<file path="src/rtl/qdac_pkg.sv">
package qdac_pkg;
    localparam int unsigned FRAME_BITS = 24;
    localparam int unsigned CODE_W     = 12;
    localparam int unsigned NUM_CH     = 4;
    localparam int unsigned CODE_LSB   = 4;

    localparam logic [2:0] CMD_WR_INP     = 3'b000;
    localparam logic [2:0] CMD_UPD_ONE    = 3'b001;
    localparam logic [2:0] CMD_WR_UPD_ALL = 3'b010;
    localparam logic [2:0] CMD_WR_UPD_ONE = 3'b011;
    localparam logic [2:0] CMD_MODE       = 3'b110;
    localparam logic [2:0] CMD_REF        = 3'b111;
    localparam logic [2:0] ADDR_ALL       = 3'b111;
endpackage

</file>
<file path="src/rtl/qdac_sync.sv">
module qdac_sync #(
    parameter int unsigned WIDTH  = 4,
    parameter int unsigned STAGES = 2,
    parameter logic [WIDTH-1:0] RST_VAL = '0
) (
    input  logic             clk,
    input  logic             rst_n,
    input  logic [WIDTH-1:0] din,
    output logic [WIDTH-1:0] dout
);
    logic [STAGES-1:0][WIDTH-1:0] pipe_q;

    always_ff @(posedge clk or negedge rst_n) begin
        if (!rst_n) pipe_q <= {STAGES{RST_VAL}};
        else        pipe_q <= {pipe_q[STAGES-2:0], din};
    end

    assign dout = pipe_q[STAGES-1];
endmodule

</file>
<file path="src/rtl/qdac_frame_rx.sv">
module qdac_frame_rx
    import qdac_pkg::*;
(
    input  logic                  clk,
    input  logic                  rst_n,
    input  logic                  cs_s,
    input  logic                  sclk_s,
    input  logic                  sdi_s,
    output logic                  frm_vld,
    output logic [FRAME_BITS-1:0] frm_data
);
    localparam int unsigned CNT_W = $clog2(FRAME_BITS + 1);

    typedef struct packed {
        logic                  sclk_prev;
        logic [FRAME_BITS-1:0] shift;
        logic [CNT_W-1:0]      cnt;
        logic                  vld;
    } rx_state_t;

    rx_state_t st_d, st_q;

    always_comb begin
        st_d           = st_q;
        st_d.vld       = 1'b0;
        st_d.sclk_prev = sclk_s;
        if (cs_s) begin
            st_d.cnt = '0;
        end else if (st_q.sclk_prev && !sclk_s && st_q.cnt < CNT_W'(FRAME_BITS)) begin
            st_d.shift = {st_q.shift[FRAME_BITS-2:0], sdi_s};
            st_d.cnt   = st_q.cnt + 1'b1;
            st_d.vld   = (st_q.cnt == CNT_W'(FRAME_BITS - 1));
        end
    end

    always_ff @(posedge clk or negedge rst_n) begin
        if (!rst_n) begin
            st_q           <= '0;
            st_q.sclk_prev <= 1'b1;
        end else begin
            st_q <= st_d;
        end
    end

    assign frm_vld  = st_q.vld;
    assign frm_data = st_q.shift;

    // a completed frame is reported once
    p_vld_pulse_r2: assert property (@(posedge clk) disable iff (!rst_n)
        frm_vld |=> !frm_vld);
    // frame select high clears the bit count, so no completion follows
    p_short_drop_r3: assert property (@(posedge clk) disable iff (!rst_n)
        cs_s |=> !frm_vld);
    p_cnt_bound_r2: assert property (@(posedge clk) disable iff (!rst_n)
        st_q.cnt <= CNT_W'(FRAME_BITS));
endmodule

</file>
<file path="src/rtl/qdac_regs.sv">
module qdac_regs
    import qdac_pkg::*;
(
    input  logic                           clk,
    input  logic                           rst_n,
    input  logic                           frm_vld,
    input  logic [FRAME_BITS-1:0]          frm_data,
    input  logic                           load_s,
    output logic [NUM_CH-1:0][CODE_W-1:0]  dac_out,
    output logic                           ref_out
);
    typedef struct packed {
        logic                          load_prev;
        logic [NUM_CH-1:0][CODE_W-1:0] inp;
        logic [NUM_CH-1:0][CODE_W-1:0] dac;
        logic [NUM_CH-1:0]             mode;
        logic                          ref_on;
    } reg_state_t;

    reg_state_t st_d, st_q;

    logic [2:0]        cmd, addr;
    logic [CODE_W-1:0] code;
    logic [NUM_CH-1:0] sel;
    logic              wr_en, upd_one, upd_all, load_fall;
    logic              unused_bits;

    assign cmd         = frm_data[21:19];
    assign addr        = frm_data[18:16];
    assign code        = frm_data[CODE_LSB +: CODE_W];
    assign unused_bits = ^frm_data[FRAME_BITS-1:22];
    assign load_fall   = st_q.load_prev && !load_s;

    always_comb begin
        for (int i = 0; i < NUM_CH; i++)
            sel[i] = (addr == ADDR_ALL) || (addr == 3'(i));
        wr_en   = frm_vld && (cmd == CMD_WR_INP || cmd == CMD_WR_UPD_ALL
                              || cmd == CMD_WR_UPD_ONE);
        upd_one = frm_vld && (cmd == CMD_UPD_ONE || cmd == CMD_WR_UPD_ONE);
        upd_all = (frm_vld && cmd == CMD_WR_UPD_ALL) || load_fall;
    end

    always_comb begin
        st_d           = st_q;
        st_d.load_prev = load_s;
        for (int i = 0; i < NUM_CH; i++) begin
            if (wr_en && sel[i])
                st_d.inp[i] = code;
            if (upd_all || (upd_one && sel[i]) || (wr_en && sel[i] && st_q.mode[i]))
                st_d.dac[i] = st_d.inp[i];
        end
        if (frm_vld && cmd == CMD_MODE)
            st_d.mode = frm_data[NUM_CH-1:0];
        if (frm_vld && cmd == CMD_REF)
            st_d.ref_on = frm_data[0];
    end

    always_ff @(posedge clk or negedge rst_n) begin
        if (!rst_n) begin
            st_q           <= '0;
            st_q.load_prev <= 1'b1;
        end else begin
            st_q <= st_d;
        end
    end

    always_comb begin
        for (int i = 0; i < NUM_CH; i++) dac_out[i] = st_q.dac[i];
    end
    assign ref_out = st_q.ref_on;

    // reference bit moves only after a reference frame
    p_ref_src_r11: assert property (@(posedge clk) disable iff (!rst_n)
        !$stable(st_q.ref_on) |-> $past(frm_vld && cmd == CMD_REF));
    // mode bits move only after a mode frame
    p_mode_src_r9: assert property (@(posedge clk) disable iff (!rst_n)
        !$stable(st_q.mode) |-> $past(frm_vld && cmd == CMD_MODE));

    for (genvar g = 0; g < NUM_CH; g++) begin : g_chk
        // an output code moves only on a frame or a load strobe
        p_dac_hold_r4: assert property (@(posedge clk) disable iff (!rst_n)
            !$stable(st_q.dac[g]) |-> $past(frm_vld || load_fall));
        // transparent channel follows its staging register on a write
        p_transparent_r10: assert property (@(posedge clk) disable iff (!rst_n)
            (wr_en && sel[g] && st_q.mode[g]) |=> (st_q.dac[g] == st_q.inp[g]));
        // load strobe leaves every output equal to its staging register
        p_load_all_r12: assert property (@(posedge clk) disable iff (!rst_n)
            load_fall |=> (st_q.dac[g] == st_q.inp[g]));
    end
endmodule

</file>
<file path="src/rtl/quad_dac_if.sv">
module quad_dac_if
    import qdac_pkg::*;
#(
    parameter int unsigned SYNC_STAGES = 2
) (
    input  logic                       clk,
    input  logic                       rst_n,
    input  logic                       cs_n,
    input  logic                       sclk,
    input  logic                       sdi,
    input  logic                       load_n,
    output logic [NUM_CH*CODE_W-1:0]   dac_codes,
    output logic                       ref_en
);
    logic [3:0]                    pins_s;
    logic                          frm_vld;
    logic [FRAME_BITS-1:0]         frm_data;
    logic [NUM_CH-1:0][CODE_W-1:0] dac_arr;

    qdac_sync #(.WIDTH(4), .STAGES(SYNC_STAGES), .RST_VAL(4'b1110)) i_sync (
        .clk   (clk),
        .rst_n (rst_n),
        .din   ({load_n, cs_n, sclk, sdi}),
        .dout  (pins_s)
    );

    qdac_frame_rx i_rx (
        .clk      (clk),
        .rst_n    (rst_n),
        .cs_s     (pins_s[2]),
        .sclk_s   (pins_s[1]),
        .sdi_s    (pins_s[0]),
        .frm_vld  (frm_vld),
        .frm_data (frm_data)
    );

    qdac_regs i_regs (
        .clk      (clk),
        .rst_n    (rst_n),
        .frm_vld  (frm_vld),
        .frm_data (frm_data),
        .load_s   (pins_s[3]),
        .dac_out  (dac_arr),
        .ref_out  (ref_en)
    );

    assign dac_codes = dac_arr;
endmodule

</file>
<file path="config.mk">
export PLATFORM = sky130hd
export DESIGN_NAME = quad_dac_if
export DESIGN_NICKNAME = d
export VERILOG_FILES = /design/src/rtl/qdac_pkg.sv /design/src/rtl/qdac_sync.sv /design/src/rtl/qdac_frame_rx.sv /design/src/rtl/qdac_regs.sv /design/src/rtl/quad_dac_if.sv
export SDC_FILE = /design/constraint.sdc
export NUM_CORES = 1
export LEC_CHECK = 0
export ABC_AREA = 1
export CAP_MARGIN = 20
export CORE_MARGIN = 2
export CORE_UTILIZATION = 60
export DETAILED_ROUTE_END_ITERATION = 16
export DONT_BUFFER_PORTS = 1
export GPL_TIMING_DRIVEN = 0
export PLACE_DENSITY = 0.85
export SETUP_SLACK_MARGIN = 0.3
export SYNTH_ARGS = -nofsm -noshare
export SYNTH_HDL_FRONTEND = slang
export SYNTH_SLANG_ARGS = --single-unit
</file>
<file path="constraint.sdc">
create_clock -name clk -period 4 [get_ports clk]
set_input_delay 0.4 -clock clk [delete_from_list [all_inputs] [get_ports clk]]
set_output_delay 0.4 -clock clk [all_outputs]
set_load 0.02 [all_outputs]
</file>
==> impl_results.md, run 1 <==
- DRC: 0
- GRT overflow: 0
- Number of synthesized flops with an enable pin: 0
- Clock power frac: about half
- Die extent in x: approximately 100 µm
- Synth cell count leaders: 260 x nand2_1, 131 x dfrtp_1, 60 x nand3_1
- Post-Syn Nets: 648
- CORE AREA: 9594 µm²
- Placed cell count: between 700 and 800
- RSZ-0062 raised after global routing: false
- Ports: 55
- CTS H-tree lvls: 4
- Crit. End Element: register
- Routed length on met3: 540 µm
- Min Tclk post-route: 1.708 ns
- Pre-CTS worst setup slack: 2.409 ns
- Yosys Warn Count: 0
- WL met1: 4924 µm
- Status: complete, no violations
- Final hold vios: 0
- Skew final: 0.009158 ns
- Via count: 4152
- Vias in the first global route: between 4000 and 5000
- Sequential cell area: 3488 µm²
- CP arrival: around 2.1 ns
- Power share of the sequential group: 46.0%
- Root Buffer: clkbuf_8
- Post-synth cell types: 24
- DRT antenna net count: 0
- Tightest Pin Transition: 0.6871 ns
- WL final: about 11000 µm
- CP Max Fanout: 10
- Area grow syn2layout: 14.89%
- CTS tree: yes
- Global-route wire length before repair: 19250 µm
- Power Density: 474.4 nW/µm²
- Cell with the most instances after synthesis: nand2_1
- Internal Power: 2521 µW
- Yosys reg bits: 139
- Core Rows: 36
- Highest Signal Layer: met4
- Leakage: 0.003536 µW
- Die H: 102.7 µm
- Diode count: 0
- Area occupied by multi-input gates: 1732 µm²
- Drt wl/cell: 14.08 µm
- Ranking of synthesized cells by area: dfrtp_1 56%, nand2_1 17%, buf_4 6.9%
- VDD IR max: 0.2678 mV
- Cell count after synthesis: 641
- CTS clk-pin slew, worst paths: 0.06 ns
- Post-synth top area cell: dfrtp_1
- Die area: 10540 µm²
- Post-CTS Resized: 0
- FILL cells: about 700
- PnR worst setup slack: between 2 and 2.5 ns
- CTS hold repair buffers: 6
- GRT Util Overall: 23.70%
- Worst Path Required: 4.42 ns
- Final setup fails: 0
- Initial detailed-routing violation count: 232
- Max-Cap Viols: 0
- CP Class: reg -> reg
- Mean Syn Cell Area: 9.112 µm²
- Worst Hold Class: reg -> reg
- Nature of the critical path startpoint: register
- Fmax: 0.5856 GHz
- Via density: 5.113
- Postcts setup bufs: 0
- Layout cells sized above 1: between 10% and 20%
- Starting density of the core: 60.88%
- IO Port Bufs: 0
- Routed wl met2: 5748 µm
- Skew-Pair Late Insertion Delay: ~0.52 ns
- Final nets: 673
- Clock sink count: 139
- Final period utilization: 42.69%
- Max clock buf depth: 2
- GP Congestion: 0.8908
- Comb pwr share: 3.0%
- Ys flop type: dfrtp_1
- Yosys top cell area share: ~56%
- Final cell count without fillers: 812
- Register area share after synthesis: around three fifths
- Ys async rst share: 100.0%
- Sw Pwr: 662.4 µW
- Initial antenna violation count: 0
- Detailed Routing Iterations Pass 1: 4
- Largest net degree at the start of global routing: 140
- Sw frac: 20.81%
- Power Total: 3183 µW
- CTS Buf Count: 17
- Synthesized cell area: between 5000 and 6000 µm²
- Total negative slack: 0 ns
- Slew HR: 54.19%
- Final Max Tran Viols: 0
- Post-DP HPWL: 7643 µm
- Hold Slack: 0.3512 ns
==> layout by cell type, fill, tap and decap left out, types with 2 or more instances in the layout <==
master,count
nand2_1,260
dfrtp_1,131
nand3_1,60
buf_4,54
o21ai_0,29
inv_1,27
clkbuf_16,16
buf_2,13
o21ai_1,13
nor2_1,11
nand2_2,8
dfstp_2,8
nor2_2,5
clkbuf_1,5
dlygate4sd3_1,5
nor2_4,4
clkbuf_8,4
bufinv_16,4
inv_2,3
clkinvlp_4,3
clkinv_2,3
buf_6,2
a21oi_1,2
==> worst paths after layout <==
check	cells after the start	to	from	slack, ns
setup / recovery	6	i_rx.frm_data[18]	i_sync.dout[2]	2.29
hold / removal	0	i_sync.dout[0]	i_sync.pipe_q[0]	0.35
setup reg to reg	6	i_rx.frm_data[18]	i_sync.dout[2]	2.29
hold reg to reg	0	i_sync.dout[0]	i_sync.pipe_q[0]	0.35
max in group asynchronous	2	i_rx.frm_data[9]	rst_n	2.96
min in group asynchronous	2	i_regs.dac_out[29]	rst_n	0.49
==> critical path, cell delays in order, from the launching register on <==
cell,delay (ns)
dfstp_2,0.53
inv_1,0.08
nand3_1,0.13
buf_2,0.22
clkbuf_1,0.37
nand2_1,0.14
o21ai_0,0.13
==> state kept, by name, indices dropped and copies added (netlist names) <==
name and flops:
i_rx.frm_vld 1, i_regs.dac_out 48, i_rx.st_q 6, i_regs.ref_out 1
i_sync.pipe_q 4, i_regs.st_q 53, i_sync.dout 4, i_rx.frm_data 22
==> stage by stage <==
stage	util [%]	instance area [µm²]
after floorplan	-	5841
after global placement	62.61	6007
after detailed placement	62.61	6007
after CTS	69.94	6710
after global routing	69.94	6710
final	69.94	6710
==> cells by family after synthesis <==
| logic type | count (synthesis) | share of synthesized area, % |
|---|---|---|
| AND/OR/NAND/NOR | 350 | 24.94 |
| flip-flops | 139 | 59.73 |
| buffers and inverters | 103 | 10.63 |
| AO/OA/AOI/OAI | 47 | 4.349 |
| XOR/XNOR | 1 | 0.1500 |
| adder cells (fa/ha/maj) | 1 | 0.2142 |
==> power by group through the flow <==
stage	registers, µW	logic (µW)	clock network [µW]
after floorplan	1480	48.1	0
after global placement	1490	58.0	0
after detailed placement	1490	62.1	0
after CTS	1460	98.0	1640
after global routing	1470	110	1700
final	1460	95.5	1620
==> cell type report <==
cell class                      instances  area share, %
Tap cell                              133          2.480
Multi-Input combinational cell        399          25.81
Sequential cell                       139          51.99
Timing Repair Buffer                    6          1.156
Clock inverter                         11          2.480
Buffer                                 73          7.570
Inverter                               30          1.678
Clock buffer                           21          6.843
==> per-layer routing <==
metal / global-route usage [%] / vias up
li1: - / 2019
met1: 30.94 / 2015
met2: 38.71 / 102
met3: 6.305 / 16
met4: 8.410 / 0
met5: 0 / -
Power figures use the tool's default switching activity.
==> run 2, diff against run 1 <==
Settings changed: CORE_UTILIZATION 60 to 57, PLACE_DENSITY 0.85 to 0.84.
Clock period 4 ns to 1.5 ns, I/O delays scaled along.
==> impl_results.md, run 2 (same netlist as run 1, synthesis figures left out) <==
- Status: complete, but fails checks
- Failing checks: hold timing, setup timing
- Initial detailed-routing violation count: 545 (+130%)
- Final setup fails: 57 (+57)
- Fmax: 0.5937 GHz (+1.4%)
- VDD IR max: 0.7935 mV (+200%)
- Final cell count without fillers: 913 (+12%)
- Largest net degree at the start of global routing: 140 (unchanged)
- Via density: 6.087 (+19%)
- Slew HR: 70.19% (+16 points)
- Total negative slack: -5.375 ns (-5.375 ns)
- Most frequent cells in the layout: 125 x dfrtp_1, 123 x nand2_1, 97 x nand2_2, 81 x buf_6, 79 x buf_4
- Final hold vios: 139 (+139)
- Worst Setup EP: i_regs.dac_out[22]
- Sw Pwr: 2128 µW (+220%)
- Placed cell areas: 6100 µm² (+1.5%)
- CTS H-tree lvls: 4 (unchanged)
- Skew-Pair Late Insertion Delay: 0.53 ns (about the same)
- Clock power frac: 51.8% (+0.8 points)
- Area grow syn2layout: 52.33%
- Layout cells sized above 1: 56.67% (+37 points)
- Core Rows: 36 (unchanged)
- DRC: 0 (unchanged)
- IO Port Bufs: 0 (unchanged)
- Final Util: 90.20% (+20 points)
- CTS tree: yes
- Final Max Tran Viols: 0 (unchanged)
- R2R Path End: i_regs.dac_out[22]
- GRT Util Overall: 33.27% (+9.6 points)
- CP top delay family: simple AND/OR/NAND/NOR gates
- CTS hold repair buffers: 4 (-2)
- Crit-path slowest cell: dfrtp_2
- Tightest Pin Transition: 0.4471 ns (-0.2400 ns)
- CP Max Fanout: 10 (unchanged)
- Via count: 5557 (+34%)
- Die extent in x: 105.2 µm (+2.5%)
- Power Density: 1017 nW/µm² (+110%)
- Final period utilization: 112.3% (+70 points)
- Post-DP HPWL: 7629 µm (-0.18%)
- Number of flip-flops under the largest register name: 53 (unchanged)
- CORE AREA: 9864 µm² (+2.8%)
- Largest Register: i_regs.st_q
- Worst Reg2Reg Path Length in Cells: 9 (+3)
- Worst Hold Class: in -> async
- PnR worst setup slack: -0.1844 ns (-2.477 ns)
- GRT overflow: 0 (unchanged)
- Power share of the sequential group: 43.7% (-2.3 points)
- DRT antenna net count: 0 (unchanged)
- Hold Slack: -0.6900 ns (-1.041 ns)
- Worst Path Buf+Inv: 2 (-1)
- Clock sink count: 139 (unchanged)
- Design Area, Final: 8897 µm² (+33%)
- Nature of the critical path startpoint: register
- Skew final: 0.01270 ns (+0.003538 ns)
- Sw frac: 23.52% (+2.7 points)
- Starting density of the core: 59.21% (-1.7 points)
- Vias in the first global route: 5424 (+31%)
- Commonest non-fill, non-tap cell in the layout: dfrtp_1
- CP Cell Sequence: inv_2, nand2_1, nand2_2, nand2_4, nor2_4, nand2_4, buf_8, nand3_1, nand2_1
- Die area: 11070 µm² (+5.1%)
- RSZ-0062 raised after global routing: true
- Internal Power: 6921 µW (+170%)
- Diode count: 0 (unchanged)
- Comb pwr share: 4.5% (+1.5 points)
- Ports: 55 (unchanged)
- Worst Path Required: 1.90 ns (-2.52 ns)
- Final nets: 774 (+15%)
- Total stage count of the critical path: 9 (+3)
- Critical Path Start: i_rx.frm_data[17]
- Placed cell count: 774 (unchanged)
- Crit. End Element: register
- Min Tclk post-route: 1.684 ns (-0.02329 ns)
- Max-Cap Viols: 0 (unchanged)
- Root Buffer: clkbuf_8
- CP arrival: 2.09 ns (-0.04 ns)
- GP Congestion: 0.8663 (-2.8%)
- CTS clk-pin slew, worst paths: 0.07 ns (about the same)
- CTS Buf Count: 17 (unchanged)
- Reg2reg setup slack: -0.18 ns (-2.48 ns)
- CP Class: reg -> reg
- Reg-to-reg critical path startpoint: i_rx.frm_data[17]
- Global-route wire length before repair: 28050 µm (+46%)
- Initial antenna violation count: 0 (unchanged)
- Critical Path Max Stage Delay: 0.48 ns (-0.05 ns)
- Max clock buf depth: 2 (unchanged)
- Detailed Routing Iterations Pass 1: 5 (+1)
- WL final: 21550 µm (+88%)
- Drt wl/cell: 23.61 µm (+68%)
- Leakage: 0.004466 µW (+26%)
- Die H: 105.2 µm (+2.5%)
==> run 2: per-stage QoR <==
step	power [µW]	hold WS (ns)	setup slack, ns
6_report	9049	-0.6900	-0.1844
3_5_place_dp	4157	-0.1416	-0.05829
4_1_cts	8793	-0.6999	0.07157
5_1_grt	9239	-0.7128	-0.2685
3_3_place_gp	4143	-0.1413	0.0006791
2_1_floorplan	4087	-0.1456	0.1914
==> run 2: worst min path at each step <==
stage	endpoint	slack, ns	cells after the start
final	i_regs.st_q[68]	-0.69	0
after floorplan	i_regs.dac_out[0]	-0.15	0
after detailed placement	i_regs.dac_out[28]	-0.14	0
after CTS	i_regs.dac_out[28]	-0.70	0
after global routing	i_regs.dac_out[25]	-0.71	0
after global placement	i_regs.dac_out[28]	-0.14	0
==> run 2: final cells by class <==
cell class / instances / area [µm²]
fill: 349 / 967.2
clock buffer: 18 / 427.9
clock inverter: 14 / 217.7
sequential: 139 / 3496
buffer: 73 / 872.1
inverter: 30 / 117.6
timing repair buffer: 107 / 940.9
multi-input combinational: 399 / 2659
tap: 133 / 166.4
==> run 2: power by group through the flow <==
stage                     combinational, µW  sequential [µW]  clock (µW)
after detailed placement                187             3970           0
final                                   410             3950        4690
after global routing                    427             3950        4860
after global placement                  178             3960           0
after CTS                               300             3910        4580
after floorplan                         150             3940           0
==> run 2: per-layer routing <==
layer / vias to the layer above / wire length (µm) / track usage, % / share of wire (%)
li1: 2234 / - / - / -
met1: 2729 / 7406 / 37.13 / 34
met2: 436 / 10740 / 57.83 / 50
met3: 158 / 1707 / 8.720 / 7.9
met4: 0 / 1699 / 18.29 / 7.9
met5: - / 0 / 0 / 0
==> run 2: timing repair <==
| item | in CTS | in global routing |
|---|---|---|
| buffers inserted | 62 | 27 |
| hold endpoints to repair | 143 | 139 |
| endpoints found under the setup margin | 173 | 176 |
| cloned | 10 | 4 |
| pin swaps | 72 | 31 |
| gates resized for setup | 258 | 135 |
